--- src/rtl/pba_pkg.sv ---
package pba_pkg;
  localparam int NREQ   = 3;
  localparam int BW     = 3;
  localparam int CFG_W  = BW + 2;
  localparam int IDX_W  = 2;
  localparam int CPU    = 0;
  localparam int DMA    = 1;
  localparam int OCP    = 2;
  localparam logic [BW-1:0] BURST_RST = 3'd1;

  typedef struct packed {
    logic          fixed_order;
    logic          share_en;
    logic [BW-1:0] burst;
  } policy_t;

  // Rotating pick among three masters, starting after 'last'.
  function automatic logic [NREQ-1:0] rot3_pick(input logic [NREQ-1:0] rq,
                                                 input logic [IDX_W-1:0] last);
    logic [NREQ-1:0] g;
    int              idx;
    g = '0;
    for (int k = 1; k <= NREQ; k++) begin
      idx = (int'(last) + k) % NREQ;
      if (g == '0 && rq[idx]) g[idx] = 1'b1;
    end
    return g;
  endfunction

  // Pick between DMA and OCP; result bits: [0] DMA, [1] OCP.
  function automatic logic [1:0] pair_pick(input logic rq_dma, input logic rq_ocp,
                                           input logic fixed, input logic last_was_ocp);
    logic [1:0] g;
    g = 2'b00;
    if (rq_dma && rq_ocp) begin
      if (fixed || last_was_ocp) g = 2'b01;
      else                       g = 2'b10;
    end else if (rq_dma) g = 2'b01;
    else if (rq_ocp)     g = 2'b10;
    return g;
  endfunction

  // Index of a one-hot vector (0 when empty).
  function automatic logic [IDX_W-1:0] onehot_idx(input logic [NREQ-1:0] v);
    logic [IDX_W-1:0] r;
    r = '0;
    for (int k = 0; k < NREQ; k++)
      if (v[k]) r = IDX_W'(k);
    return r;
  endfunction

  // Counter value after an optional saturating decrement.
  function automatic logic [BW-1:0] sat_dec(input logic [BW-1:0] c, input logic dec);
    return (dec && c != '0) ? c - 1'b1 : c;
  endfunction
endpackage

--- src/rtl/pba_policy_reg.sv ---
module pba_policy_reg
  import pba_pkg::*;
(
  input  logic             clk,
  input  logic             rst_n,
  input  logic             we,
  input  logic [CFG_W-1:0] wdata,
  output policy_t          pol
);
  policy_t pol_q;

  always_ff @(posedge clk) begin
    if (!rst_n) begin
      pol_q.fixed_order <= 1'b0;
      pol_q.share_en    <= 1'b1;
      pol_q.burst       <= BURST_RST;
    end else if (we) begin
      pol_q <= policy_t'(wdata);
    end
  end

  assign pol = pol_q;

  p_write_r4: assert property (@(posedge clk) disable iff (!rst_n)
    we |=> pol == $past(wdata));
endmodule

--- src/rtl/pba_burst_ctr.sv ---
module pba_burst_ctr
  import pba_pkg::*;
(
  input  logic          clk,
  input  logic          rst_n,
  input  logic          reload,
  input  logic [BW-1:0] load_val,
  input  logic          dec,
  output logic [BW-1:0] cnt_eff
);
  logic [BW-1:0] cnt_q;

  assign cnt_eff = sat_dec(cnt_q, dec);

  always_ff @(posedge clk) begin
    if (!rst_n)      cnt_q <= BURST_RST;
    else if (reload) cnt_q <= load_val;
    else             cnt_q <= cnt_eff;
  end

  p_floor_r6: assert property (@(posedge clk) disable iff (!rst_n)
    (cnt_q == '0 && !reload) |=> cnt_q == '0);
  p_reload_r6: assert property (@(posedge clk) disable iff (!rst_n)
    reload |=> cnt_q == $past(load_val));
endmodule

--- src/rtl/pba_grant_select.sv ---
module pba_grant_select
  import pba_pkg::*;
(
  input  logic            clk,
  input  logic            rst_n,
  input  logic [NREQ-1:0] req,
  input  policy_t         pol,
  input  logic            shared_mode,
  input  logic [BW-1:0]   cnt_eff,
  input  logic            issue,
  output logic [NREQ-1:0] next_grant
);
  logic [IDX_W-1:0] last3_q;
  logic             last_ocp_q;
  logic [1:0]       pair;
  logic             pair_any;

  assign pair     = pair_pick(req[DMA], req[OCP], pol.fixed_order, last_ocp_q);
  assign pair_any = req[DMA] | req[OCP];

  always_comb begin
    if (shared_mode)
      next_grant = rot3_pick(req, last3_q);
    else if (pol.burst == '0)
      next_grant = req[CPU] ? 3'b001 : {pair, 1'b0};
    else if (pair_any && cnt_eff != '0)
      next_grant = {pair, 1'b0};
    else if (req[CPU])
      next_grant = 3'b001;
    else
      next_grant = {pair, 1'b0};
  end

  always_ff @(posedge clk) begin
    if (!rst_n) begin
      last3_q    <= IDX_W'(OCP);
      last_ocp_q <= 1'b1;
    end else if (issue && next_grant != '0) begin
      last3_q <= onehot_idx(next_grant);
      if (next_grant[DMA]) last_ocp_q <= 1'b0;
      if (next_grant[OCP]) last_ocp_q <= 1'b1;
    end
  end

  p_fixed_r9: assert property (@(posedge clk) disable iff (!rst_n)
    (issue && !shared_mode && pol.fixed_order && req[DMA]) |-> !next_grant[OCP]);
endmodule

--- src/rtl/periph_bus_arbiter.sv ---
module periph_bus_arbiter
  import pba_pkg::*;
(
  input  logic             clk,
  input  logic             rst_n,
  input  logic [NREQ-1:0]  req_i,
  input  logic [NREQ-1:0]  done_i,
  input  logic             cpu_irq_i,
  input  logic             cpu_fiq_i,
  input  logic             cfg_we_i,
  input  logic [CFG_W-1:0] cfg_wdata_i,
  output logic [NREQ-1:0]  grant_o
);
  policy_t         pol;
  logic            shared_mode;
  logic            owner_done;
  logic            issue;
  logic            pair_done;
  logic            cpu_win;
  logic            ctr_reload;
  logic [BW-1:0]   ctr_load;
  logic [BW-1:0]   cnt_eff;
  logic [NREQ-1:0] next_grant;
  logic [NREQ-1:0] grant_q;

  pba_policy_reg u_pol (
    .clk(clk), .rst_n(rst_n), .we(cfg_we_i), .wdata(cfg_wdata_i), .pol(pol)
  );

  assign shared_mode = pol.share_en & (cpu_irq_i | cpu_fiq_i);
  assign owner_done  = |(done_i & grant_q);
  assign issue       = (grant_q == '0) | owner_done;
  assign pair_done   = owner_done & (grant_q[DMA] | grant_q[OCP]);
  assign cpu_win     = issue & next_grant[CPU];
  assign ctr_reload  = cfg_we_i | cpu_win;
  assign ctr_load    = cfg_we_i ? cfg_wdata_i[BW-1:0] : pol.burst;

  pba_burst_ctr u_ctr (
    .clk(clk), .rst_n(rst_n), .reload(ctr_reload), .load_val(ctr_load),
    .dec(pair_done), .cnt_eff(cnt_eff)
  );

  pba_grant_select u_sel (
    .clk(clk), .rst_n(rst_n), .req(req_i), .pol(pol), .shared_mode(shared_mode),
    .cnt_eff(cnt_eff), .issue(issue), .next_grant(next_grant)
  );

  always_ff @(posedge clk) begin
    if (!rst_n)     grant_q <= '0;
    else if (issue) grant_q <= next_grant;
  end

  assign grant_o = grant_q;

  p_onehot_r2: assert property (@(posedge clk) disable iff (!rst_n)
    $onehot0(grant_o));
  p_idle_r2: assert property (@(posedge clk) disable iff (!rst_n)
    (issue && req_i == '0) |=> grant_o == '0);
  p_hold_r3: assert property (@(posedge clk) disable iff (!rst_n)
    (grant_o != '0 && !owner_done) |=> $stable(grant_o));
  p_cpu_first_r5: assert property (@(posedge clk) disable iff (!rst_n)
    (issue && !shared_mode && pol.burst == '0 && req_i[CPU]) |=> grant_o == 3'b001);
  p_early_r7: assert property (@(posedge clk) disable iff (!rst_n)
    (issue && !shared_mode && req_i == 3'b001) |=> grant_o == 3'b001);
endmodule

--- config.mk ---
export PLATFORM = sky130hd
export DESIGN_NAME = periph_bus_arbiter
export DESIGN_NICKNAME = d
export VERILOG_FILES = /design/src/rtl/pba_pkg.sv /design/src/rtl/pba_policy_reg.sv /design/src/rtl/pba_burst_ctr.sv /design/src/rtl/pba_grant_select.sv /design/src/rtl/periph_bus_arbiter.sv
export SDC_FILE = /design/constraint.sdc
export NUM_CORES = 1
export LEC_CHECK = 0
export BUFFER_PORTS_ARGS = -buffer_cell sky130_fd_sc_hd__buf_2
export CORE_ASPECT_RATIO = 0.7
export CORE_MARGIN = 2
export CORE_UTILIZATION = 30
export CTS_CLUSTER_DIAMETER = 30
export CTS_CLUSTER_SIZE = 28
export DETAILED_ROUTE_END_ITERATION = 8
export PLACE_DENSITY = 0.48
export SLEW_MARGIN = 20
export SYNTH_ARGS = -nofsm -noshare
export SYNTH_HDL_FRONTEND = slang
export SYNTH_SLANG_ARGS = --single-unit
--- constraint.sdc ---
create_clock -name clk -period 3.9 [get_ports clk]
set_input_delay 0.78 -clock clk [delete_from_list [all_inputs] [get_ports clk]]
set_output_delay 0.78 -clock clk [all_outputs]
set_load 0.1 [all_outputs]
Word-level counts from Yosys, hierarchy flattened. Index checks and enable logic that the tools add are counted.

Bits in registers: 14. Input port bits: 16. Output and inout bits: 3. Logic and storage cells: 86.

Add/subtract/negate cells: 4. Divide/modulo/power cells: 3. Magnitude comparators: 6. Muxes and demuxes: 35. Bitwise operators: 11. Reduce and logical (&&, ||, !) cells: 20.

Operator list (number): $ge A32 B1 Y1 const B (3); $lt A32 B4 Y1 const B (3); $mod A32 B3 Y32 const B (3); $mux W3 (12); $logic_not A3 Y1 (4); $mux W1 (12); $mux W2 (5); $logic_and A1 B1 Y1 (9); $reduce_bool A3 Y1 (3); $add A2 B2 Y3 const B (2); $bmux W1 S2 (3); $demux W1 S2 (3); $or A3 B3 Y3 (2); $or A1 B1 Y1 (5); $add A2 B1 Y3 const B (1); $and A1 B1 Y1 (3); $and A3 B3 Y3 (1); $reduce_or A3 Y1 (1); $sub A3 B1 Y3 const B (1); $reduce_and A2 Y1 (1); $reduce_bool A2 Y1 (1); $logic_or A1 B1 Y1 (1).

Logic depth before layout (Yosys ltp). Gate-level depths: netlist of the first run.

Depth in word-level cells: 19. Mapped depth: 9. Mapped depth without buffers: 9.

Hierarchy. A second synthesis of the first run with hierarchy kept.

Cell total of the unflattened synthesis: 135. Area, all modules: 1178.6 um^2.

By module, submodules not included: pba_grant_select (times used 1, cells each 63, area an instance 511.7 um^2, seq. area each 60.1 um^2); periph_bus_arbiter (times used 1, cells each 30, area an instance 264.0 um^2, seq. area each 60.1 um^2); pba_burst_ctr (times used 1, cells each 26, area an instance 215.2 um^2, seq. area each 60.1 um^2); pba_policy_reg (times used 1, cells each 16, area an instance 187.7 um^2, seq. area each 100.1 um^2).

Worst setup path after synthesis of the first run. Ideal clock, no wire load.

Path kind: register to register. Start: reg grant_q[0] (netlist: grant_o[0]). End: reg u_ctr.cnt_q[2]. Setup time: 0.119 ns. Data arrival time: 2.782 ns. Required time: 3.781 ns. Path slack: 1.000 ns. Cell stages (with the launch flop): 7. Path buffers: 0. Clock period less this slack: 2.900 ns. Path through: dfxtp_1 a222oi_1 or4_1 a31o_2 a41oi_4 a221oi_2 o221a_2.

Longest elaborated chain between the ends: 13. Elaborated cells on any way between the ends: 15. Classes of those cells: mux (5); bitwise (5); reduce/logical (5).

Ends and longest elaborated chain: start, declared (RTL line periph_bus_arbiter.sv:24) `logic [NREQ-1:0] grant_q;`; start signal, assigned (RTL line periph_bus_arbiter.sv:50) `else if (issue) grant_q <= next_grant;`; $and A3 B3 Y3 (RTL line periph_bus_arbiter.sv:31) `assign owner_done = |(done_i & grant_q);`; $reduce_or A3 Y1 (RTL line periph_bus_arbiter.sv:31); $and A1 B1 Y1 (RTL line periph_bus_arbiter.sv:33) `assign pair_done = owner_done & (grant_q[DMA] | grant_q[OCP]);`; $logic_and A1 B1 Y1 (RTL line pba_pkg.sv:54) `return (dec && c != '0) ? c - 1'b1 : c;`; $mux W3 (RTL line pba_pkg.sv:54); $reduce_bool A3 Y1 (RTL line pba_grant_select.sv:26) `else if (pair_any && cnt_eff != '0)`; $logic_and A1 B1 Y1 (RTL line pba_grant_select.sv:26); $mux W3 (RTL line pba_grant_select.sv:26); $mux W3 (RTL line pba_grant_select.sv:24) `else if (pol.burst == '0)`; $mux W3 (RTL line pba_grant_select.sv:22) `if (shared_mode)`; $and A1 B1 Y1 (RTL line periph_bus_arbiter.sv:34) `assign cpu_win = issue & next_grant[CPU];`; $or A1 B1 Y1 (RTL line periph_bus_arbiter.sv:35) `assign ctr_reload = cfg_we_i | cpu_win;`; $mux W3 * (RTL line pba_burst_ctr.sv:17) `else if (reload) cnt_q <= load_val;`; end signal, assigned (RTL line pba_burst_ctr.sv:17); end signal, assigned (RTL line pba_burst_ctr.sv:18) `else cnt_q <= cnt_eff;`; end, declared (RTL line pba_burst_ctr.sv:11) `logic [BW-1:0] cnt_q;`.

Mark *: on every way between the ends. The rest lies on a longest branch, timed or not. A chain may end at the register's enable or synchronous reset.

Worst setup path in the final report of the first run.
Start: reg u_sel.last3_q[0]. End: reg u_sel.last3_q[0].

Longest elaborated chain between the ends: 18. Elaborated cells on any way between the ends: 46. Classes of those cells: add/sub (3); div (3); order compare (6); mux (23); bitwise (2); reduce/logical (9).

Ends and longest elaborated chain: start, declared (RTL line pba_grant_select.sv:13) `logic [IDX_W-1:0] last3_q;`; start signal, assigned (RTL line pba_grant_select.sv:36) `last3_q <= IDX_W'(OCP);`; start signal, assigned (RTL line pba_grant_select.sv:39) `last3_q <= onehot_idx(next_grant);`; $add A2 B1 Y3 (RTL line pba_pkg.sv:24) `idx = (int'(last) + k) % NREQ;`; $mod A32 B3 Y32 (RTL line pba_pkg.sv:24); $ge A32 B1 Y1 (implied by the code) or $lt A32 B4 Y1 (tied branches) (RTL line pba_pkg.sv:25) `if (g == '0 && rq[idx]) g[idx] = 1'b1;`; $logic_and A1 B1 Y1 (implied by the code) (RTL line pba_pkg.sv:25); $mux W1 (implied by the code) (RTL line pba_pkg.sv:25); $demux W1 S2; $mux W3 (RTL line pba_pkg.sv:25); $mux W3 (RTL line pba_grant_select.sv:22); [... 2 more ...]; $mux W3 (RTL line pba_pkg.sv:25); $mux W3 (RTL line pba_grant_select.sv:22); $logic_not A3 Y1 (RTL line pba_pkg.sv:25); $logic_and A1 B1 Y1 (RTL line pba_pkg.sv:25); $mux W3 * (RTL line pba_pkg.sv:25); $mux W3 * (RTL line pba_grant_select.sv:22); $mux W1 or $reduce_bool A3 Y1 (tied branches) (RTL line pba_pkg.sv:48, pba_grant_select.sv:38); $mux W2 or $logic_and A1 B1 Y1 (tied branches) (RTL line pba_pkg.sv:48, pba_grant_select.sv:38).

Mark *: on every way between the ends. The rest lies on a longest branch, timed or not. The select of a mux whose other input is x is not followed.

==> reports/metrics.csv, run 1 <==
metric,value,unit
status,completed,
layout-drive-gt1-share,0.2168,
avgSynthCellArea,8.494,µm²
worstSetupEndpointType,flop,
hold_path_depth,1,
arrival,2.57,ns
synth_top_area_frac,0.2578,
synth_top_flop_cell,dfxtp_1,
cp.required,4.01,ns
synth_cell_type_count,45,
grt_max_degree,14,
post_drt_wl_per_cell,13.36,µm
die_h,54.37,µm
peakVddDrop,0.0003159,V
setup-tns-final,0,ns
rrSetupSlack,1.43,ns
synth_seq_cells,14,
grt_use_met2,0.1949,
fin_total_pwr,848.8,µW
gr-total-overflow,0,
n_antenna_cell,0,
first_global_vias,888,
yosys-top-cells-area,"dfxtp_1 (26%), ha_1 (6.9%), mux2i_1 (6.4%)",
fmax,405.5,MHz
async_flop_share,0,
fin_nets,167,
crit_fanout,11,
wirelength,2.578,mm
finalHoldViolCount,0,
dieArea,4130,µm²
num_io_pins,19,
setup_violations,0,
r2r_end,u_sel.last3_q[0]$_SDFFE_PN0P_,
ys_seq_area_frac,0.2578,
post-route-min-period,2.466,ns
max_slew_margin,0.3497,
floorplan.initialDensity,0.3115,
power.leakage,0.0005336,µW
worstHoldStart,u_sel.last_ocp_q$_SDFFE_PN1P_,
cts-htree-levels,1,
clk_path_buf_depth,2,
rsz0062_at_grt,false,
worstMarginPinSlew,0.9672,ns
dp_hpwl,1.946,mm
grt_pass1_wl,4.160,mm
crit_type,reg -> reg,
path_cells,inv_1 > ha_1 > and3b_2 > o21ai_0 > a41oi_1 > o211ai_1 > a21oi_1,
netlist_area,1087,µm²
cts.sinks,14,
period_share,0.6323,
fin_skew,0.006160,ns
antenna_found_initial,0,
synth_edf_count,0,
syn-instance-count,128,
cts_setup_buffers,0,
drtIter0Drc,45,
cts_tree,built,
antenna_left,0,
dr.pass1.iters,4,
min_path_type,reg -> reg,
synth.largest_area_cell,dfxtp_1,
met1_usage,0.1759,
holdWs,0.4482,ns
slew_viol_final,0,
cpPeakStageDelay,0.46,ns
grt_usage,0.1267,
portBuffers,18,
area_growth,14.27,%
cts-root-buf,clkbuf_8,
slowest_stage,o21ai_0,
drc,0,
powerDensity,683.2,nW/µm²
rows,18,
grt.met3_usage,0.04455,
die_w,75.96,µm
busiest_layer,met2,
numCtsBuffers,3,
insertion_delay,0.24,ns
cap_violations,0,
reg2reg_depth,7,
ctsHoldBuffers,0,
syn_nets,150,
dr_total_vias,1019,
holdPathEnd,u_sel.last_ocp_q$_SDFFE_PN1P_,
synth_warnings,0,
worstSetupStartpointType,flop,
via_per_inst,5.280,
reg2reg_from,u_sel.last3_q[0]$_SDFFE_PN0P_,
path_clk_slew,0.05,ns
cts-resized-gates,0,
routabilityCongestion,0.7576,
coreArea,3491,µm²
-- area by class of cell --
class	count	area (µm²)
Clock buffer	3	41.29
Fill cell	369	2248
Inverter	10	37.54
Multi-Input combinational cell	97	723.2
Sequential cell	14	280.3
Tap cell	50	62.56
Timing Repair Buffer	19	97.59
-- registers in the layout, summed over array words and instances, names as in the netlist --
register	flops
u_pol.pol	5
grant_o	3
u_ctr.cnt_q	3
u_sel.last3_q	2
u_sel.last_ocp_q	1
-- cell usage in the layout (no fill, tap or decap), types with 2 or more instances in the layout --
| cell type | Yosys | final |
|---|---|---|
| mux2i_1 | 7 | 7 |
| nor3_1 | 3 | 3 |
| o31ai_1 | 4 | 4 |
| o21ai_0 | 7 | 7 |
| clkbuf_8 | 2 | 3 |
| nand2_1 | 10 | 10 |
| nor2_1 | 7 | 7 |
| and3b_1 | 2 | 2 |
| a21o_1 | 3 | 3 |
| nor2b_1 | 4 | 4 |
| o21a_1 | 3 | 3 |
| o211ai_1 | 3 | 3 |
| nand4_1 | 2 | 2 |
| inv_1 | 10 | 10 |
| nor4bb_1 | 2 | 2 |
| a21oi_1 | 4 | 4 |
| dfxtp_1 | 14 | 14 |
| ha_1 | 6 | 6 |
| a21boi_0 | 3 | 3 |
| a211oi_1 | 2 | 2 |
| a22oi_1 | 2 | 2 |
| buf_2 | 0 | 18 |
-- worst max-delay path, delay by kind of cell (launching register included) --
kind | cells | cell delay (ns)
AO/OA/AOI/OAI | 4 | 1.14
adder cells (fa/ha/maj) | 1 | 0.44
flip-flops | 1 | 0.39
AND/OR/NAND/NOR | 1 | 0.28
buffers and inverters | 1 | 0.09
-- Yosys cell counts (all sizes together) (4+ instances only) --
cell type / n
nor2b: 4
o31ai: 4
dfxtp: 14
clkbuf: 7
mux2i: 7
inv: 10
o21ai: 8
ha: 6
a21oi: 4
nor2: 7
nand2: 10
-- stage by stage --
stage	instances	setup WS, ns	util	instance area [µm²]
after floorplan	128	0.9995	-	1087
after global placement	190	1.299	0.3441	1201
after detailed placement	190	1.272	0.3441	1201
after CTS	193	1.455	0.3559	1242
after global routing	193	1.294	0.3559	1242
final	193	1.434	0.3559	1242
-- kinds of logic after synthesis --
kind of cell	count (synthesis)	synth area share
multiplexers	7	0.06444
XOR/XNOR	1	0.008057
buffers and inverters	17	0.07711
adder cells (fa/ha/maj)	6	0.06904
flip-flops	14	0.2578
AND/OR/NAND/NOR	36	0.1841
AO/OA/AOI/OAI	47	0.3395
-- worst max path at each step --
stage	startpoint	end	slack, ns
after floorplan	grant_o[0]$_SDFFE_PN0P_	u_ctr.cnt_q[2]$_SDFF_PN0_	1.0
after global placement	done_i[0]	u_ctr.cnt_q[0]$_SDFF_PN1_	1.30
after detailed placement	done_i[0]	u_sel.last3_q[1]$_SDFFE_PN1P_	1.27
after CTS	u_ctr.cnt_q[0]$_SDFF_PN1_	u_sel.last3_q[1]$_SDFFE_PN1P_	1.46
after global routing	u_sel.last3_q[0]$_SDFFE_PN0P_	u_sel.last3_q[0]$_SDFFE_PN0P_	1.29
final	u_sel.last3_q[0]$_SDFFE_PN0P_	u_sel.last3_q[0]$_SDFFE_PN0P_	1.43
-- power breakdown --
part / internal, µW / switching [µW] / leakage (µW)
logic: 176 / 341 / 0.000396
clock network: 68.2 / 48.5 / 0.0000216
registers: 179 / 36.2 / 0.000116
total: 423 / 426 / 0.000534
-- per-layer routing --
metal	routed length, µm	up-vias
li1	-	512
met1	1414	479
met2	1004	28
met3	160	0
met4	0	0
met5	0	-
Note: power is estimated with default switching activity, not from simulation.
==> run 2: changes to the inputs <==
- ABC_AREA: not set -> 1
- PLACE_DENSITY: 0.48 -> 0.5
- clock period: 3.9 -> 2.1 ns (I/O delays scaled with it)
==> reports/metrics.csv, run 2 <==
metric,value,unit,change
die_w,75.04,µm,-1.2%
path_cells,inv_1 > ha_2 > ha_4 > nor2_4 > nand2_4 > xor2_2 > nand3_1 > nand3_2 > nand2_2 > nand3_2 > and2_4 > nor2_4 > a21oi_2 > nor2_1,,
synth_seq_cells,14,,unchanged
syn_nets,176,,+17%
critPathTopFamily,simple AND/OR/NAND/NOR gates,,
netlist_area,1060,µm²,-2.5%
cp.required,2.27,ns,-1.74 ns
finalHoldViolCount,0,,unchanged
insertion_delay,0.24,ns,about the same
cts-root-buf,clkbuf_8,,
min_path_type,in -> reg,,
rrSetupSlack,0.10,ns,-1.33 ns
syn-instance-count,154,,+20%
peakVddDrop,0.0005717,V,+81%
drc,0,,unchanged
routabilityCongestion,0.8363,,+10%
grt_max_degree,11,,-3
clk_path_buf_depth,2,,unchanged
seqPwrFrac,0.195,,-0.059
cap_violations,0,,unchanged
max_slew_margin,0.6782,,+0.3285
swShare,0.4987,,-0.002997
async_flop_share,0,,unchanged
cp_num_buf_inv,1,,unchanged
worstSetupEndpointType,flop,,
setup_violations,0,,unchanged
numCtsBuffers,3,,unchanged
synth_edf_count,0,,unchanged
arrival,2.17,ns,-0.40 ns
dr.pass1.iters,4,,unchanged
fin_nets,206,,+23%
worstSetupStartpointType,flop,,
ctsHoldBuffers,0,,unchanged
crit_type,reg -> reg,,
grt_usage,0.1281,,+0.001416
dr_total_vias,1046,,+2.6%
cpPeakStageDelay,0.34,ns,-0.12 ns
dp_hpwl,1.913,mm,-1.7%
avgSynthCellArea,6.882,µm²,-19%
power.leakage,0.0007089,µW,+33%
largest_register_ffs,5,,unchanged
crit_fanout,3,,-8
post_drt_wl_per_cell,10.82,µm,-19%
drtIter0Drc,34,,-24%
synth_top_flop_cell,dfxtp_1,,
via_per_inst,4.489,,-15%
ys_seq_area_frac,0.2645,,+0.006695
rsz0062_at_grt,true,,
num_io_pins,19,,unchanged
switchingPower,1044,µW,+150%
worstMarginPinSlew,0.4860,ns,-0.4812 ns
synth_common_cells,"nand2_1 (42), nand3_1 (17), inv_1 (16), dfxtp_1 (14), nor2_1 (11)",,
synth_top_area_frac,0.2645,,+0.006695
fmax,500.1,MHz,+23%
period_share,0.9522,,+0.3199
synth_cell_type_count,29,,-36%
rows,18,,unchanged
die_h,53.73,µm,-1.2%
wirelength,2.521,mm,-2.2%
clockPowerShare,0.126,,-0.011
dieArea,4032,µm²,-2.4%
gr-total-overflow,0,,unchanged
synth.largest_area_cell,dfxtp_1,,
antenna_left,0,,unchanged
cts_tree,built,,
layout-drive-gt1-share,0.4590,,+0.2422
n_antenna_cell,0,,unchanged
final_cell_mix,"nand2_1 (38), buf_2 (18), inv_1 (14)",,
synth.most_common_cell,nand2_1,,
first_global_vias,923,,+3.9%
fin_skew,0.002368,ns,-0.003793 ns
nFillCells,353,,-4.3%
intPower,1050,µW,+150%
slew_viol_final,0,,unchanged
combPwrFrac,0.679,,+0.070
layout_commonest_cell,nand2_1,,
antenna_found_initial,0,,unchanged
post-route-min-period,2.000,ns,-0.4665 ns
fin_total_pwr,2095,µW,+150%
status,completed,,
area_growth,37.78,%,
slowest_stage,dfxtp_2,,
path_clk_slew,0.06,ns,about the same
setup-tns-final,0,ns,unchanged
yosys-top-cells-area,"dfxtp_1 (26%), nand2_1 (15%), nand3_1 (8.0%)",,
cts.sinks,14,,unchanged
cts-htree-levels,1,,unchanged
synth_warnings,0,,unchanged
powerDensity,1434,nW/µm²,+110%
portBuffers,18,,unchanged
floorplan.initialDensity,0.3076,,-0.003917
coreArea,3446,µm²,-1.3%
grt_pass1_wl,3.864,mm,-7.1%
[run 2: kinds of logic (layout without fill, tap and decap cells)]
logic type | Yosys count | after routing | share of synthesized area
simple gates | 89 | 89 | 0.4369
mux | 2 | 2 | 0.01889
buf+inv | 24 | 53 | 0.09209
compound gates | 18 | 18 | 0.1015
flops | 14 | 14 | 0.2645
xor+xnor | 1 | 1 | 0.01535
fa+ha+maj | 6 | 6 | 0.07084
[run 2: final cells by class]
type                    count  area [µm²]  area share
flip-flops and latches     14       290.3      0.1988
well taps                  50       62.56     0.04284
clock buffers               4       55.05     0.03770
repair buffers             27       161.4      0.1105
inverters                  22       87.58     0.05998
multi-input cells         116       803.3      0.5501
[run 2: through the flow]
stage | instances | worst slack [ns] | util | area, µm² | hold slack, ns
5_1_grt | 233 | -0.03864 | 0.4237 | 1460 | 0.4015
3_3_place_gp | 225 | -0.02348 | 0.3595 | 1239 | 0.4540
4_1_cts | 229 | 0.01820 | 0.3762 | 1296 | 0.3903
6_report | 233 | 0.1004 | 0.4237 | 1460 | 0.3891
2_1_floorplan | 154 | 0.08664 | - | 1064 | 0.4255
3_5_place_dp | 225 | -0.04752 | 0.3595 | 1239 | 0.4615
[run 2: worst min-delay path, cell delays in order]
cell,delay [ns]
buf_2,0.08
nand2_1,0.04
nand3_1,0.06
[run 2: what timing repair did]
action	4_1_cts	5_1_grt
gates cloned	0	0
gates resized for setup	1	35
buffers inserted	0	4
endpoints found under the hold margin	0	0
pin swaps	0	18
endpoints found under the setup margin	6	9
[run 2: path summary, 6_finish.rpt]
check / from / endpoint / depth (start not counted)
max: u_ctr.cnt_q[0]$_SDFF_PN1_ / grant_o[2]$_SDFFE_PN0P_ / 14
min reg2reg: u_pol.pol[3]$_SDFFE_PN1P_ / u_pol.pol[3]$_SDFFE_PN1P_ / 2
max reg2reg: u_ctr.cnt_q[0]$_SDFF_PN1_ / grant_o[2]$_SDFFE_PN0P_ / 14
min: cfg_wdata_i[3] / u_pol.pol[3]$_SDFFE_PN1P_ / 3
[run 2: power groups by stage]
stage                     combinational, µW  sequential, µW  clock (µW)
after detailed placement               1150             397           0
after CTS                              1160             392         268
after global placement                 1140             395           0
after floorplan                         776             555           0
after global routing                   1560             420         283
final                                  1420             409         263
[run 2: routing by layer]
layer,track usage,part of all wire,vias up
met2,0.2091,0.48,21
met3,0.03933,0.039,2
met4,0.02679,0.0052,0
met1,0.1678,0.48,472
li1,-,-,551
met5,0,0,-
